$ cat config.mk
export PLATFORM = sky130hd
export DESIGN_NAME = rmii_rx_adapter
export DESIGN_NICKNAME = d
export VERILOG_FILES = /design/src/rtl/rmii_rx_pkg.sv /design/src/rtl/rmii_rx_pacer.sv /design/src/rtl/rmii_rx_split.sv /design/src/rtl/rmii_rx_nib_asm.sv /design/src/rtl/rmii_rx_adapter.sv
export SDC_FILE = /design/constraint.sdc
export NUM_CORES = 1
export LEC_CHECK = 0
export BUFFER_PORTS_ARGS = -buffer_cell sky130_fd_sc_hd__buf_4
export CORE_ASPECT_RATIO = 1.5
export CORE_MARGIN = 8
export CORE_UTILIZATION = 40
export CTS_BUF_LIST = sky130_fd_sc_hd__clkbuf_4 sky130_fd_sc_hd__clkbuf_8
export DETAILED_ROUTE_END_ITERATION = 6
export PLACE_DENSITY = 0.65
export SETUP_SLACK_MARGIN = 0.1
export SYNTH_ARGS = -nofsm -noshare
export SYNTH_HDL_FRONTEND = slang
export SYNTH_SLANG_ARGS = --single-unit
$ cat constraint.sdc
create_clock -name clk -period 1.9 [get_ports clk]
set_input_delay 0.19 -clock clk [delete_from_list [all_inputs] [get_ports clk]]
set_output_delay 0.19 -clock clk [all_outputs]
set_load 0.01 [all_outputs]
$ cat src/rtl/rmii_rx_pkg.sv
package rmii_rx_pkg;
    parameter int PAIR_W     = 2;
    parameter int NIBBLE_W   = 4;
    parameter int SLOW_RATIO = 10;
    localparam int PAIRS_PER_NIB = NIBBLE_W / PAIR_W;

    typedef logic [PAIR_W-1:0]   pair_t;
    typedef logic [NIBBLE_W-1:0] nibble_t;

    localparam pair_t START_PAIR = pair_t'(1);
endpackage

$ cat src/rtl/rmii_rx_pacer.sv
module rmii_rx_pacer #(
    parameter int SLOW_DIV = 10
) (
    input  logic clk,
    input  logic rst_n,
    input  logic slow_i,
    input  logic active_i,
    output logic smp_o
);
    localparam int CW = (SLOW_DIV > 2) ? $clog2(SLOW_DIV) : 1;

    typedef struct packed {
        logic [CW-1:0] cnt;
    } pace_t;

    pace_t st_d, st_q;

    always_comb begin
        st_d = st_q;
        if (!active_i || !slow_i) begin
            st_d.cnt = '0;
        end else if (st_q.cnt == CW'(SLOW_DIV - 1)) begin
            st_d.cnt = '0;
        end else begin
            st_d.cnt = st_q.cnt + CW'(1);
        end
    end

    always_ff @(posedge clk) begin
        if (!rst_n) st_q <= '0;
        else        st_q <= st_d;
    end

    assign smp_o = !slow_i || (st_q.cnt == '0);

    AST_DIV_RANGE: assert property (@(posedge clk) disable iff (!rst_n)
        st_q.cnt < CW'(SLOW_DIV));
    AST_IDLE_PHASE: assert property (@(posedge clk) disable iff (!rst_n)
        !$past(active_i) |-> st_q.cnt == '0);
endmodule

$ cat src/rtl/rmii_rx_split.sv
module rmii_rx_split #(
    parameter int LOW_RUN = 2
) (
    input  logic clk,
    input  logic rst_n,
    input  logic smp_i,
    input  logic line_i,
    output logic crs_o,
    output logic crs_next_o,
    output logic dv_o,
    output logic dv_next_o
);
    localparam int LW = $clog2(LOW_RUN + 1);

    typedef struct packed {
        logic          crs;
        logic          dv;
        logic [LW-1:0] lows;
    } split_t;

    split_t st_d, st_q;

    always_comb begin
        st_d = st_q;
        if (smp_i) begin
            if (line_i) begin
                st_d.lows = '0;
                st_d.dv   = 1'b1;
                st_d.crs  = st_q.crs | !st_q.dv;
            end else begin
                st_d.crs = 1'b0;
                if (!st_q.dv) begin
                    st_d.lows = '0;
                end else if (st_q.lows == LW'(LOW_RUN - 1)) begin
                    st_d.dv   = 1'b0;
                    st_d.lows = '0;
                end else begin
                    st_d.lows = st_q.lows + LW'(1);
                end
            end
        end
    end

    always_ff @(posedge clk) begin
        if (!rst_n) st_q <= '0;
        else        st_q <= st_d;
    end

    assign crs_o      = st_q.crs;
    assign dv_o       = st_q.dv;
    assign crs_next_o = st_d.crs;
    assign dv_next_o  = st_d.dv;

    AST_CRS_NEEDS_DV: assert property (@(posedge clk) disable iff (!rst_n)
        crs_o |-> dv_o);
    AST_CRS_FROM_IDLE: assert property (@(posedge clk) disable iff (!rst_n)
        $rose(crs_o) |-> !$past(dv_o));
    AST_DV_FALL_LOW: assert property (@(posedge clk) disable iff (!rst_n)
        $fell(dv_o) |-> !$past(line_i) && $past(smp_i));
endmodule

$ cat src/rtl/rmii_rx_nib_asm.sv
module rmii_rx_nib_asm
    import rmii_rx_pkg::*;
(
    input  logic    clk,
    input  logic    rst_n,
    input  logic    smp_i,
    input  logic    dv_next_i,
    input  pair_t   pair_i,
    output nibble_t nib_o,
    output logic    vld_o
);
    localparam int CNT_W = (PAIRS_PER_NIB > 2) ? $clog2(PAIRS_PER_NIB) : 1;

    typedef struct packed {
        logic             started;
        logic [CNT_W-1:0] cnt;
        nibble_t          acc;
        nibble_t          nib;
        logic             vld;
    } asm_t;

    asm_t    st_d, st_q;
    nibble_t shifted;

    always_comb begin
        shifted = {pair_i, st_q.acc[NIBBLE_W-1:PAIR_W]};
        st_d     = st_q;
        st_d.vld = 1'b0;
        if (smp_i) begin
            if (!dv_next_i) begin
                st_d.started = 1'b0;
                st_d.cnt     = '0;
            end else if (!st_q.started) begin
                if (pair_i == START_PAIR) begin
                    st_d.started = 1'b1;
                    st_d.acc     = shifted;
                    st_d.cnt     = CNT_W'(1);
                end
            end else if (st_q.cnt == CNT_W'(PAIRS_PER_NIB - 1)) begin
                st_d.nib = shifted;
                st_d.vld = 1'b1;
                st_d.acc = shifted;
                st_d.cnt = '0;
            end else begin
                st_d.acc = shifted;
                st_d.cnt = st_q.cnt + CNT_W'(1);
            end
        end
    end

    always_ff @(posedge clk) begin
        if (!rst_n) st_q <= '0;
        else        st_q <= st_d;
    end

    assign nib_o = st_q.nib;
    assign vld_o = st_q.vld;

    AST_VLD_PULSE: assert property (@(posedge clk) disable iff (!rst_n)
        vld_o |=> !vld_o);
    AST_VLD_IN_FRAME: assert property (@(posedge clk) disable iff (!rst_n)
        vld_o |-> $past(dv_next_i) && $past(smp_i));
endmodule

$ cat src/rtl/rmii_rx_adapter.sv
module rmii_rx_adapter
    import rmii_rx_pkg::*;
(
    input  logic       clk,
    input  logic       rst_n,
    input  logic       speed_10_i,
    input  logic       crs_dv_i,
    input  logic [1:0] rxd_i,
    input  logic       rx_er_i,
    input  logic       tx_en_i,
    output logic [3:0] nib_o,
    output logic       nib_vld_o,
    output logic       crs_o,
    output logic       dv_o,
    output logic       col_o,
    output logic       rx_err_o
);
    typedef struct packed {
        logic col;
        logic err;
    } top_t;

    top_t st_d, st_q;
    logic smp, crs_next, dv_next;

    rmii_rx_pacer #(.SLOW_DIV(SLOW_RATIO)) u_pacer (
        .clk      (clk),
        .rst_n    (rst_n),
        .slow_i   (speed_10_i),
        .active_i (dv_o | crs_dv_i),
        .smp_o    (smp)
    );

    rmii_rx_split #(.LOW_RUN(PAIRS_PER_NIB)) u_split (
        .clk        (clk),
        .rst_n      (rst_n),
        .smp_i      (smp),
        .line_i     (crs_dv_i),
        .crs_o      (crs_o),
        .crs_next_o (crs_next),
        .dv_o       (dv_o),
        .dv_next_o  (dv_next)
    );

    rmii_rx_nib_asm u_asm (
        .clk       (clk),
        .rst_n     (rst_n),
        .smp_i     (smp),
        .dv_next_i (dv_next),
        .pair_i    (rxd_i),
        .nib_o     (nib_o),
        .vld_o     (nib_vld_o)
    );

    always_comb begin
        st_d     = st_q;
        st_d.col = crs_next & tx_en_i;
        if (!dv_next) begin
            st_d.err = 1'b0;
        end else if (smp && rx_er_i && !speed_10_i) begin
            st_d.err = 1'b1;
        end
    end

    always_ff @(posedge clk) begin
        if (!rst_n) st_q <= '0;
        else        st_q <= st_d;
    end

    assign col_o    = st_q.col;
    assign rx_err_o = st_q.err;

    AST_COL_NEEDS_CRS: assert property (@(posedge clk) disable iff (!rst_n)
        col_o |-> crs_o);
    AST_COL_NEEDS_TX: assert property (@(posedge clk) disable iff (!rst_n)
        col_o |-> $past(tx_en_i));
    AST_ERR_NEEDS_DV: assert property (@(posedge clk) disable iff (!rst_n)
        rx_err_o |-> dv_o);
    AST_ERR_SLOW_QUIET: assert property (@(posedge clk) disable iff (!rst_n)
        speed_10_i && $past(speed_10_i) && !$past(rx_err_o) |-> !rx_err_o);
endmodule

==> summary.txt <==
Status
  • Status: complete, no violations

Cells and area
  • Non-Filler Instances: 132
  • Area growth syn-to-layout: 14.6%
  • Sequential cell area: 380 sq um
  • Proportion of layout cells with a drive suffix above 1: 0.209
  • Multi-input gate area: 425 sq um
  • Fillers: 203
  • Final nets: 122
  • # diodes: 0

Global routing
  • First-pass GRT wire length: 2640 um
  • GRT overflow: 0
  • Vias in the first global route: 650
  • Largest net degree at the start of global routing: 20
  • GRT Util Overall: 0.0878
  • Antenna violations before repair: 0

Synth
  • Mean post-synth cell area: 9.02 sq um
  • Most frequent cell after synthesis: dfxtp_1
  • Yosys top cell area share: 0.435
  • Post-synthesis adder-cell area fraction: 0.0429
  • Post-Synth Simple-Gate Area: 0.236
  • Post-synth EDFFs: 0
  • Register area share after synthesis: 0.435
  • Post-synth cell types: 32
  • Multiplexer share of the synthesized area: 0.0572
  • Post-synth top flop: dfxtp_1
  • Synth Instances: 97
  • Synth Area in Compound Gates: 0.150
  • Post-Synth XOR/XNOR Area: 0
  • Area leader, netlist: dfxtp_1
  • Async set-reset flop share out of synthesis: 0
  • Largest family of logic cells by synthesized area: simple AND/OR/NAND/NOR gates
  • Top cells by area, synth: dfxtp_1 43%, nand2_1 6.4%, mux2i_1 5.7%
  • Mapped Area: 875 sq um
  • Syn nets: 108
  • Ys Warns: 0
  • Register bit count reported by yosys: 19
  • Synth cell count leaders: 19 x dfxtp_1, 15 x nand2_1, 6 x a21oi_1, 6 x nor2_1, 5 x mux2i_1

Run
  • Max-Cap Viols: 0

Floorplanning
  • Core area: 2050 sq um
  • Die ar.: 3970 sq um
  • Standard-cell rows: 20
  • Die H: 73.3 um
  • Initial core utilization: 0.426
  • Num ports: 17
  • Die W: 54.2 um

Placement
  • Worst slack, placed: 0.418 ns
  • PortBufs: 16
  • Placer Congestion: 0.763
  • Hpwl dp: 1250 um
  • Placed Cells: 128

Critical path
  • Worst Path Class, Setup: reg2reg
  • Nature of the critical path endpoint: flip-flop
  • Crit path required time: 2.09 ns
  • CP Launch Type: flip-flop
  • R2R Path Start: u_pacer.st_q[0]
  • Crit path arrival time: 1.69 ns
  • Setup slack on the worst flop-to-flop path: 0.40 ns
  • Cells on worst reg2reg path: 5
  • End of the worst register-to-register path: u_asm.shifted[1]
  • CP max FO: 8

Route
  • Total number of vias: 655
  • DRT Pass-1 Iters: 4
  • Initial drt markers: 19
  • Routed vias/inst: 4.96
  • Final WL: 1570 um
  • Drt drc: 0
  • Wire per inst: 11.9 um
  • Routed Antenna Nets: 0

Clocking
  • Clk_lat worst skew: 0.29 ns
  • Hold_buf cts: 0
  • Clk sinks: 19
  • # Post-CTS Setup Buffers: 0
  • CTS Buf Count: 3
  • CTS tree: done
  • CTS root buf: clkbuf_4
  • Clock Path Buffers: 2
  • Clock slew at reported path FFs: 0.10 ns
  • Cts repair resizes: 0
  • H-Tree Depth: 1

Pwr
  • Peak supply drop: 0.000319 V
  • Clock share of power: 0.293
  • Leakage power: 0.416 nW
  • Switching power: 0.173 mW
  • Internal Power: 0.551 mW
  • Seq pwr share: 0.586
  • Power Dens Cells: 723 nW/um^2
  • Switching share of power: 0.239
  • Power, Total: 0.725 mW
  • Logic pwr share: 0.121

Worst hold path
  • Worst Hold Path EP: col_o
  • Hold Path Stages: 3
  • Worst Hold Class: in2reg
  • Hold path startpoint: tx_en_i

STA
  • TNS Setup: 0 ns
  • RSZ-0062 raised after global routing: false
  • Final setup vio count: 0
  • Tcrit/Tclk final: 0.789
  • F_max: 0.667 GHz
  • Worst relative slew slack: 0.737
  • Final Hold Slack: 0.115 ns
  • Worst setup margin: 0.400 ns
  • Minimum clock period: 1.50 ns
  • Final-report hold violation count: 0
  • Final Max Slew Viols: 0
  • Worst-Margin Slew: 0.395 ns
  • Clock skew: 0.00205 ns
[critical path, cell delays in order (launching register included)]
cell and delay (ns):
dfxtp_1 0.41, inv_1 0.06, ha_1 0.22, a21o_1 0.26, and3_1 0.22, o221a_1 0.24
[power groups by stage]
stage | clock, mW | sequential (mW) | combinational (mW)
final | 0.212 | 0.425 | 0.0879
after detailed placement | 0 | 0.434 | 0.0889
after global placement | 0 | 0.434 | 0.0881
after global routing | 0.237 | 0.426 | 0.0986
after floorplan | 0 | 0.435 | 0.0559
after CTS | 0.226 | 0.425 | 0.0893
[state kept, by name (all words and copies together), names as in the netlist]
signal / flops
u_asm.nib_o: 4
u_pacer.st_q: 4
u_asm.shifted: 2
u_asm.st_q: 2
u_split.st_q: 2
col_o: 1
rx_err_o: 1
u_asm.vld_o: 1
u_split.crs_o: 1
u_split.dv_o: 1
[cell families after synthesis]
| kind of cell | count (synthesis) |
|---|---|
| fa+ha+maj | 3 |
| mux | 5 |
| compound gates | 18 |
| buf+inv | 12 |
| simple gates | 40 |
| flops | 19 |
[per-layer routing]
layer / part of all wire / GRT usage
met1: 0.42 / 0.0884
met2: 0.51 / 0.143
met3: 0.043 / 0.0263
met4: 0.022 / 0.0659
met5: 0 / 0
[stage by stage]
step	util	area, sq um
floorplan	-	875
global placement	0.474	972
detailed placement	0.474	972
CTS	0.488	1000
global route	0.488	1000
finish	0.488	1000
[worst max path at each step]
stage | startpoint | to | slack, ns | cells after the start
after floorplan | u_pacer.st_q[0] | u_asm.shifted[1] | 0.49 | 6
after global placement | u_pacer.st_q[0] | u_asm.shifted[1] | 0.46 | 5
after detailed placement | u_pacer.st_q[0] | u_asm.shifted[1] | 0.42 | 5
after CTS | u_pacer.st_q[0] | u_asm.shifted[1] | 0.41 | 5
after global routing | u_pacer.st_q[0] | u_asm.shifted[1] | 0.31 | 5
final | u_pacer.st_q[0] | u_asm.shifted[1] | 0.40 | 5
[cell usage in the layout (no fill, tap or decap)]
cell type  netlist  layout
dfxtp_1         19      19
buf_4            4      16
nand2_1         15      15
a21oi_1          6       6
nor2_1           6       6
mux2i_1          5       5
inv_1            4       4
clkbuf_4         0       4
nand2b_1         3       3
a21o_1           3       3
ha_1             3       3
and3_1           2       2
o221a_1          2       2
nor2b_1          2       2
nor3b_1          2       2
nor3_1           2       2
and2_1           2       2
nand3_1          2       2
nor2_2           1       1
clkinv_1         1       1
a21oi_2          1       1
nor3_4           1       1
o21bai_1         1       1
o21ai_0          1       1
or3_1            1       1
o211ai_1         1       1
nand3b_1         1       1
o32ai_1          1       1
o2111a_1         1       1
o21a_1           1       1
[area by class of cell]
class / count / area share
Tap cell: 22 / 0.0275
Clock buffer: 4 / 0.0300
Inverter: 5 / 0.0187
Timing Repair Buffer: 16 / 0.120
Multi-Input combinational cell: 66 / 0.424
Sequential cell: 19 / 0.380
No activity file was read; power rests on OpenSTA's default activity.
